### src/rtl/irq_pkg.sv
package irq_pkg;
  localparam int NUM_SRC   = 8;
  localparam int DATA_W    = 16;
  localparam int CNT_W     = 16;
  localparam int ADDR_W    = 2;

  localparam int BIT_RX    = 0;
  localparam int BIT_TX    = 1;
  localparam int BIT_TXE   = 2;
  localparam int BIT_ALLOC = 3;
  localparam int BIT_OVRN  = 4;
  localparam int BIT_EXC   = 5;
  localparam int BIT_ERX   = 6;
  localparam int BIT_PHY   = 7;

  // 1 = status bit follows a level, 0 = sticky until acknowledged
  localparam logic [NUM_SRC-1:0] LEVEL_KIND = 8'b0010_0101;

  localparam logic [ADDR_W-1:0] ADR_STAT = 2'd0;
  localparam logic [ADDR_W-1:0] ADR_THR  = 2'd1;
endpackage

### src/rtl/irq_bus_regs.sv
module irq_bus_regs
  import irq_pkg::*;
#(
  parameter int N  = NUM_SRC,
  parameter int TW = CNT_W,
  parameter int DW = DATA_W
) (
  input  logic              clk,
  input  logic              rst_n,
  input  logic              bus_sel,
  input  logic              bus_we,
  input  logic [ADDR_W-1:0] bus_addr,
  input  logic [1:0]        bus_be,
  input  logic [DW-1:0]     bus_wdata,
  input  logic [N-1:0]      status,
  output logic [N-1:0]      mask,
  output logic [TW-1:0]     thresh,
  output logic [N-1:0]      ack,
  output logic [DW-1:0]     bus_rdata
);
  localparam int LANE = DW / 2;

  logic          wr;
  logic          mask_en;
  logic [1:0]    thr_en;
  logic [N-1:0]  mask_nxt;
  logic [TW-1:0] thr_nxt;

  assign wr = bus_sel & bus_we;

  always_comb begin
    mask_en  = wr && (bus_addr == ADR_STAT) && bus_be[1];
    thr_en   = (wr && (bus_addr == ADR_THR)) ? bus_be : 2'b00;
    mask_nxt = bus_wdata[DW-1 -: N];
    thr_nxt  = thresh;
    if (thr_en[0]) thr_nxt[LANE-1:0]  = bus_wdata[LANE-1:0];
    if (thr_en[1]) thr_nxt[TW-1:LANE] = bus_wdata[DW-1:LANE];
    ack = (wr && (bus_addr == ADR_STAT) && bus_be[0]) ? bus_wdata[N-1:0] : '0;
  end

  always_ff @(posedge clk or negedge rst_n) begin
    if (!rst_n) begin
      mask   <= '0;
      thresh <= '0;
    end else begin
      if (mask_en)    mask   <= mask_nxt;
      if (|thr_en)    thresh <= thr_nxt;
    end
  end

  always_comb begin
    case (bus_addr)
      ADR_STAT: bus_rdata = {mask, status};
      ADR_THR:  bus_rdata = thresh;
      default:  bus_rdata = '0;
    endcase
  end
endmodule

### src/rtl/irq_early_rx.sv
module irq_early_rx
  import irq_pkg::*;
#(
  parameter int CW = CNT_W
) (
  input  logic          clk,
  input  logic          rst_n,
  input  logic          rx_active,
  input  logic          rx_byte,
  input  logic [CW-1:0] thresh,
  output logic          hit
);
  logic [CW-1:0] cnt_q, cnt_nxt;
  logic          cnt_en;

  always_comb begin
    cnt_en  = 1'b0;
    cnt_nxt = cnt_q;
    if (!rx_active) begin
      cnt_en  = (cnt_q != '0);
      cnt_nxt = '0;
    end else if (rx_byte && (cnt_q != {CW{1'b1}})) begin
      cnt_en  = 1'b1;
      cnt_nxt = cnt_q + 1'b1;
    end
  end

  always_ff @(posedge clk or negedge rst_n) begin
    if (!rst_n)      cnt_q <= '0;
    else if (cnt_en) cnt_q <= cnt_nxt;
  end

  assign hit = rx_active && (cnt_q > thresh);
endmodule

### src/rtl/irq_status_bits.sv
module irq_status_bits
  import irq_pkg::*;
#(
  parameter int               N    = NUM_SRC,
  parameter logic [N-1:0]     KIND = LEVEL_KIND
) (
  input  logic         clk,
  input  logic         rst_n,
  input  logic [N-1:0] evt,
  input  logic [N-1:0] lvl,
  input  logic [N-1:0] ack,
  output logic [N-1:0] status
);
  logic [N-1:0] st_nxt;

  for (genvar i = 0; i < N; i++) begin : g_bit
    if (KIND[i]) begin : g_level
      always_comb st_nxt[i] = lvl[i];
    end else begin : g_sticky
      always_comb st_nxt[i] = evt[i] | (status[i] & ~ack[i]);
    end
  end

  always_ff @(posedge clk or negedge rst_n) begin
    if (!rst_n) status <= '0;
    else        status <= st_nxt;
  end
endmodule

### src/rtl/irq_status_ctrl.sv
module irq_status_ctrl
  import irq_pkg::*;
(
  input  logic              clk,
  input  logic              rst_n,
  input  logic [NUM_SRC-1:0] src_in,
  input  logic              rx_active,
  input  logic              rx_byte,
  input  logic              bus_sel,
  input  logic              bus_we,
  input  logic [ADDR_W-1:0] bus_addr,
  input  logic [1:0]        bus_be,
  input  logic [DATA_W-1:0] bus_wdata,
  output logic [DATA_W-1:0] bus_rdata,
  output logic              irq
);
  logic [1:0]         rst_sync;
  logic               rst_ns;
  logic [NUM_SRC-1:0] status_q, mask_q, ack_v, evt_v;
  logic [CNT_W-1:0]   thresh_q;
  logic               erx_hit;
  logic               irq_nxt;

  always_ff @(posedge clk or negedge rst_n) begin
    if (!rst_n) rst_sync <= 2'b00;
    else        rst_sync <= {rst_sync[0], 1'b1};
  end
  assign rst_ns = rst_sync[1];

  irq_bus_regs #(.N(NUM_SRC), .TW(CNT_W), .DW(DATA_W)) u_regs (
    .clk(clk), .rst_n(rst_ns), .bus_sel(bus_sel), .bus_we(bus_we),
    .bus_addr(bus_addr), .bus_be(bus_be), .bus_wdata(bus_wdata),
    .status(status_q), .mask(mask_q), .thresh(thresh_q), .ack(ack_v),
    .bus_rdata(bus_rdata)
  );

  irq_early_rx #(.CW(CNT_W)) u_erx (
    .clk(clk), .rst_n(rst_ns), .rx_active(rx_active), .rx_byte(rx_byte),
    .thresh(thresh_q), .hit(erx_hit)
  );

  always_comb begin
    evt_v         = src_in;
    evt_v[BIT_ERX] = erx_hit;
  end

  irq_status_bits #(.N(NUM_SRC), .KIND(LEVEL_KIND)) u_bits (
    .clk(clk), .rst_n(rst_ns), .evt(evt_v), .lvl(src_in), .ack(ack_v),
    .status(status_q)
  );

  assign irq_nxt = |(status_q & mask_q);

  always_ff @(posedge clk or negedge rst_ns) begin
    if (!rst_ns) irq <= 1'b0;
    else         irq <= irq_nxt;
  end
endmodule

### config.mk
export PLATFORM = sky130hd
export DESIGN_NAME = irq_status_ctrl
export DESIGN_NICKNAME = d
export VERILOG_FILES = /design/src/rtl/irq_pkg.sv /design/src/rtl/irq_bus_regs.sv /design/src/rtl/irq_early_rx.sv /design/src/rtl/irq_status_bits.sv /design/src/rtl/irq_status_ctrl.sv
export SDC_FILE = /design/constraint.sdc
export NUM_CORES = 1
export LEC_CHECK = 0
export CAP_MARGIN = 10
export CORE_AREA = 2 2 89 91
export CTS_BUF_LIST = sky130_fd_sc_hd__clkbuf_8
export CTS_CLUSTER_DIAMETER = 100
export DETAILED_ROUTE_END_ITERATION = 12
export DIE_AREA = 0 0 91 93
export PLACE_DENSITY = 0.72
export SLEW_MARGIN = 5
export SYNTH_ARGS = -nofsm -noshare
export SYNTH_HDL_FRONTEND = slang
export SYNTH_SLANG_ARGS = --single-unit
### constraint.sdc
create_clock -name clk -period 2.7 [get_ports clk]
set_clock_uncertainty 0.1 [all_clocks]
set_input_delay 0.405 -clock clk [delete_from_list [all_inputs] [get_ports clk]]
set_output_delay 0.405 -clock clk [all_outputs]
set_load 0.01 [all_outputs]
### After elaboration in Yosys (flattened, before gate mapping)

Cells that the tools add are included.

| word-level totals | value |
|---|---|
| latch bits | 0 |
| input bits | 34 |
| logic and storage cells | 49 |
| register bits | 51 |
| ROM bits | 0 |
| memories | 0 |
| output and inout bits | 17 |
| bits in writable memories | 0 |

| operators by class | value |
|---|---|
| multiplexer cells | 7 |
| bitwise gates (word level) | 17 |
| shift operators | 0 |
| $mul | 0 |
| div/mod/pow operators | 0 |
| add/subtract/negate cells | 1 |
| eq/ne operators | 3 |
| magnitude comparators | 1 |
| reductions and logical operators | 13 |

Operators by type and width:

| kind | number |
|---|---|
| $mux W16 | 2 |
| $pmux W16 S2 | 1 |
| $add A16 B1 Y16 const B | 1 |
| $gt A16 B16 Y1 | 1 |
| $ne A16 B16 Y1 const B | 1 |
| $reduce_bool A16 Y1 | 1 |
| $and A8 B8 Y8 | 1 |
| $mux W8 | 1 |
| $reduce_or A8 Y1 | 1 |
| $and A1 B1 Y1 | 6 |
| $logic_and A1 B1 Y1 | 6 |
| $reduce_and A2 Y1 | 3 |
| $not A1 Y1 | 5 |
| $or A1 B1 Y1 | 5 |
| $eq A2 B1 Y1 const B | 1 |
| $logic_not A2 Y1 | 1 |
| $mux W1 | 2 |
| $mux W2 | 1 |
| $ne A2 B1 Y1 const B | 1 |
| $reduce_or A2 Y1 | 1 |

### Longest topological paths before layout

| depth | value |
|---|---|
| depth after elaboration | 7 |
| mapped depth | 6 |
| depth with buffers taken out | 6 |

### Hierarchy

From an unflattened synthesis, not the netlist that was laid out.

| unflattened totals | value |
|---|---|
| cells, all modules | 288 |
| area, all modules | 3034.2 um^2 |

Modules (own cells, without submodules):

| module | cells an instance | area an instance (um^2) | times used |
|---|---|---|---|
| irq_early_rx | 161 | 1408.9 | 1 |
| irq_bus_regs | 100 | 1253.7 | 1 |
| irq_status_bits | 18 | 256.5 | 1 |
| irq_status_ctrl | 9 | 115.1 | 1 |

### Least setup slack after synthesis

No wires, ideal clock.

| timing path | value |
|---|---|
| path kind | flip-flop to flip-flop |
| start point | reg u_erx.cnt_q[9] |
| end point | reg u_bits.status[6] |
| buffers on the path | 0 |
| library setup time | 133 ps |
| cell stages (with the launch flop) | 6 |
| setup slack | 943 ps |
| period minus slack after synthesis | 1757 ps |
| arrival | 1524 ps |
| cell sequence | dfrtp_1 > ha_1 > nand4_1 > or4_1 > a21oi_1 > a31oi_1 |

| between the ends | value |
|---|---|
| word-level cells in the longest chain between the ends | 3 |

RTL lines:

| what | RTL line | text |
|---|---|---|
| start, declared | irq_early_rx.sv:13 | `logic [CW-1:0] cnt_q, cnt_nxt;` |
| start signal, assigned | irq_early_rx.sv:30 | `else if (cnt_en) cnt_q <= cnt_nxt;` |
| $gt A16 B16 Y1 | irq_early_rx.sv:33 | `assign hit = rx_active && (cnt_q > thresh);` |
| $logic_and A1 B1 Y1 | irq_early_rx.sv:33 |  |
| $or A1 B1 Y1 | irq_status_bits.sv:20 | `always_comb st_nxt[i] = evt[i] \| (status[i] & ~ack[i]);` |
| net u_bits.st_nxt[6] | irq_status_bits.sv:14 | `logic [N-1:0] st_nxt;` |
| end signal, assigned | irq_status_bits.sv:26 | `else status <= st_nxt;` |
| end, declared | irq_status_bits.sv:12 | `output logic [N-1:0] status` |

The timed path passes the listed nets, and every way through them passes these cells.
A chain may end at the register's enable or synchronous reset.

### Worst setup path in the final report

| timing path | value |
|---|---|
| start point | in bus_addr[0] |
| end point | out bus_rdata[10] |

| between the ends | value |
|---|---|
| word-level cells in the longest chain between the ends | 2 |
| elaborated cells on any way between the ends | 3 |

RTL lines:

| what | RTL line | text |
|---|---|---|
| start, declared | irq_status_ctrl.sv:11 | `input logic [ADDR_W-1:0] bus_addr,` |
| $eq A2 B1 Y1 or $logic_not A2 Y1 (tied branches) | irq_bus_regs.sv:52 | `case (bus_addr)` |
| $pmux W16 S2 (*) | irq_bus_regs.sv:52 |  |
| end, declared | irq_status_ctrl.sv:14 | `output logic [DATA_W-1:0] bus_rdata,` |

Mark *: on every way between the ends. The rest lies on a longest branch, timed or not.

==> run summary <==
Outcome -> completed
Hold WC Path Type -> flip-flop to asynchronous set/reset pin
Post-synth top flop -> dfrtp_1
Worst slew pin tran -> 0.516 ns
M1 WL -> 3330 um
GRT Total Usage -> 18.0%
Crit path capture type -> primary output
# resized after CTS -> 0
Critical R2R Launch -> u_erx.cnt_q[15]
Most frequent cells in the layout -> 50 x dfrtp_1, 49 x clkdlybuf4s50_1, 30 x nand2_1
H-Tree Depth -> 2
Max-slew violations -> 0
Synthesis-to-finish area growth -> 22.8%
Top Layer Used -> met4
Drt wl/cell -> 16.3 um
R2R setup slack -> 0.70 ns
Worst Path Max Fanout -> 20
Tmin final -> 2.39 ns
Gate Count Post-Synth -> 293
Crit path largest cell delay -> 0.50 ns
Required @ worst endpoint -> 2.19 ns
DR WL met2 -> 3500 um
Diode count -> 0
Worst VDD drop -> 0.000230 V
Global-route wire length before repair -> 12200 um
Die Width -> 91 um
Hold slack -> 0.139 ns
Endpoints failing setup -> 0
Initial core utilization -> 40.8%
Hold Violations, Final -> 0
Via count -> 2435
CTS Buf Count -> 5
Final net count -> 396
Final Util -> 50.0%
Filler Cell Count -> 720
Total gr overflow -> 0
Synth Cell Area -> 3070 um^2
Crit path max-delay cell type -> clkdlybuf4s50_1
Pin count of the biggest net entering global routing -> 22
Pleak -> 1.72 nW
Fraction of layout cells with a size suffix above 1 -> 12.5%
Drt first pass iters -> 5
CTS root buf -> clkbuf_8
Rows -> 32
Iter 0 DRT Violations -> 154
Total Power -> 0.00206 W
Avg Inst Size Synth -> 10.5 um^2
FMAX -> 418 MHz
Commonest non-fill, non-tap cell in the layout -> dfrtp_1
Detail Route Antenna Nets -> 0
CTS tree -> yes
Sequential share of the synthesized area -> 41.6%
Final HPWL DP -> 5500 um
Warnings from Yosys -> 0
Hold-fix buffers at CTS -> 0
Vias in the first global route -> 2427
Initial antenna violation count -> 0
Pwr Density -> 547 nW/um^2
Placed instance area -> 3680 um^2
Seq cells post-synth -> 51
Met3 wire len -> 259 um
Unique cell type count in the Yosys netlist -> 55
Crit start category -> primary input
Vias per inst -> 5.45
Setup TNS -> 0 ns
Number of flops mapped to enable cells by yosys -> 0
Die area -> 8460 um^2
CTS sink count -> 51
Die H -> 93 um
Finished Cell Area -> 3770 um^2
Async SR Flop Fraction -> 100%
WL final -> 7270 um
RSZ-0062 raised after global routing -> false
Clk_lat worst skew -> 0.32 ns
CP Launch Point -> bus_addr[0]
Area of the multi-input gates -> 1650 um^2
WS Path Type -> primary input to primary output
Ports -> 51
Syn nets -> 345
Register area -> 1280 um^2
Port Buffers -> 49
Period utilization -> 88.5%
Gpl congestion -> 0.908
Worst-case clock buffer depth -> 2
Critical Path AT -> 1.89 ns
Slew HR -> 65.6%
Clk slew on worst S/H paths -> 0.10 ns
Setup bufs post-CTS -> 0
Cell mode on critical path -> clkdlybuf4s50_1
CORE AREA -> 7530 um^2
Maxcap violations -> 0
Cell Chain, Critical Path -> clkdlybuf4s50_1, buf_12, mux2i_1, nor2_1, clkdlybuf4s50_1
DRC Markers -> 0
## critical path, delay by kind of cell
family | cells | cell delay, ns
multiplexers | 1 | 0.22
AND/OR/NAND/NOR | 1 | 0.06
buffers and inverters | 3 | 1.19
## registers in the layout, indices dropped and copies added, names as in the netlist
signal,cells
u_erx.cnt_q,16
u_regs.thresh,16
u_bits.status,8
u_regs.mask,8
rst_sync,2
irq,1
## Yosys cell counts (2+ instances only)
cell type,n,area [um^2]
nor2_1,22,82.6
a211oi_1,2,15.0
o21ai_1,5,25.0
buf_2,4,20.0
buf_6,2,22.5
a21oi_1,7,35.0
or2_1,2,12.5
ha_1,18,225
clkbuf_1,3,11.3
and3_1,3,18.8
and2_1,3,18.8
o21a_1,2,15.0
a31oi_1,3,18.8
inv_1,22,82.6
nor4_1,3,18.8
mux2_4,8,120
a21o_1,4,30.0
o2111ai_1,2,17.5
nand3_1,5,25.0
mux2_1,7,78.8
nor3_1,4,20.0
mux2_2,8,90.1
a22oi_1,4,30.0
o211ai_1,6,45.0
and3_2,2,15.0
nand4_1,8,50.1
mux2i_1,25,250
o21ai_0,3,15.0
nand2_1,30,113
dfrtp_1,51,1280
## layer usage
metal,global-route usage (%),up-vias
met4,6.57,0
met1,24.5,1192
li1,-,1158
met5,0,-
met3,3.06,19
met2,29.1,66
## through the flow
step | instances | setup slack, ns
5_1_grt | 447 | 0.224
2_1_floorplan | 293 | 0.943
3_3_place_gp | 439 | 0.315
6_report | 447 | 0.310
4_1_cts | 447 | 0.300
3_5_place_dp | 439 | 0.304
## layout make-up
cell class / instances / share of cell area [%]
sequential: 51 / 33.9
timing repair buffer: 54 / 14.3
inverter: 22 / 2.19
multi-input combinational: 210 / 43.7
clock inverter: 3 / 0.598
clock buffer: 5 / 1.83
tap: 102 / 3.39
## path summary, 6_finish.rpt
path	to	depth (start not counted)
max	bus_rdata[10]	5
min reg2reg	u_erx.cnt_q[6]	0
max in group asynchronous	u_regs.thresh[8]	1
min	u_erx.cnt_q[6]	0
max reg2reg	u_bits.status[6]	5
min in group clk	rst_sync[1]	0
## power by group
group	switching, W	total (W)	internal (W)
clock	0.000275	0.000463	0.000188
sequential	0.000138	0.00102	0.000877
combinational	0.000266	0.000581	0.000315
total	0.000679	0.00206	0.00138
## logic make-up after synthesis
| kind of cell | Yosys count | share of synthesized area (%) |
|---|---|---|
| simple gates | 96 | 17.8 |
| flops | 51 | 41.6 |
| mux | 48 | 17.6 |
| compound gates | 47 | 10.9 |
| buf+inv | 32 | 4.69 |
| fa+ha+maj | 18 | 7.34 |
| other cells | 1 | 0.122 |
Note: power is estimated with default switching activity, not from simulation.
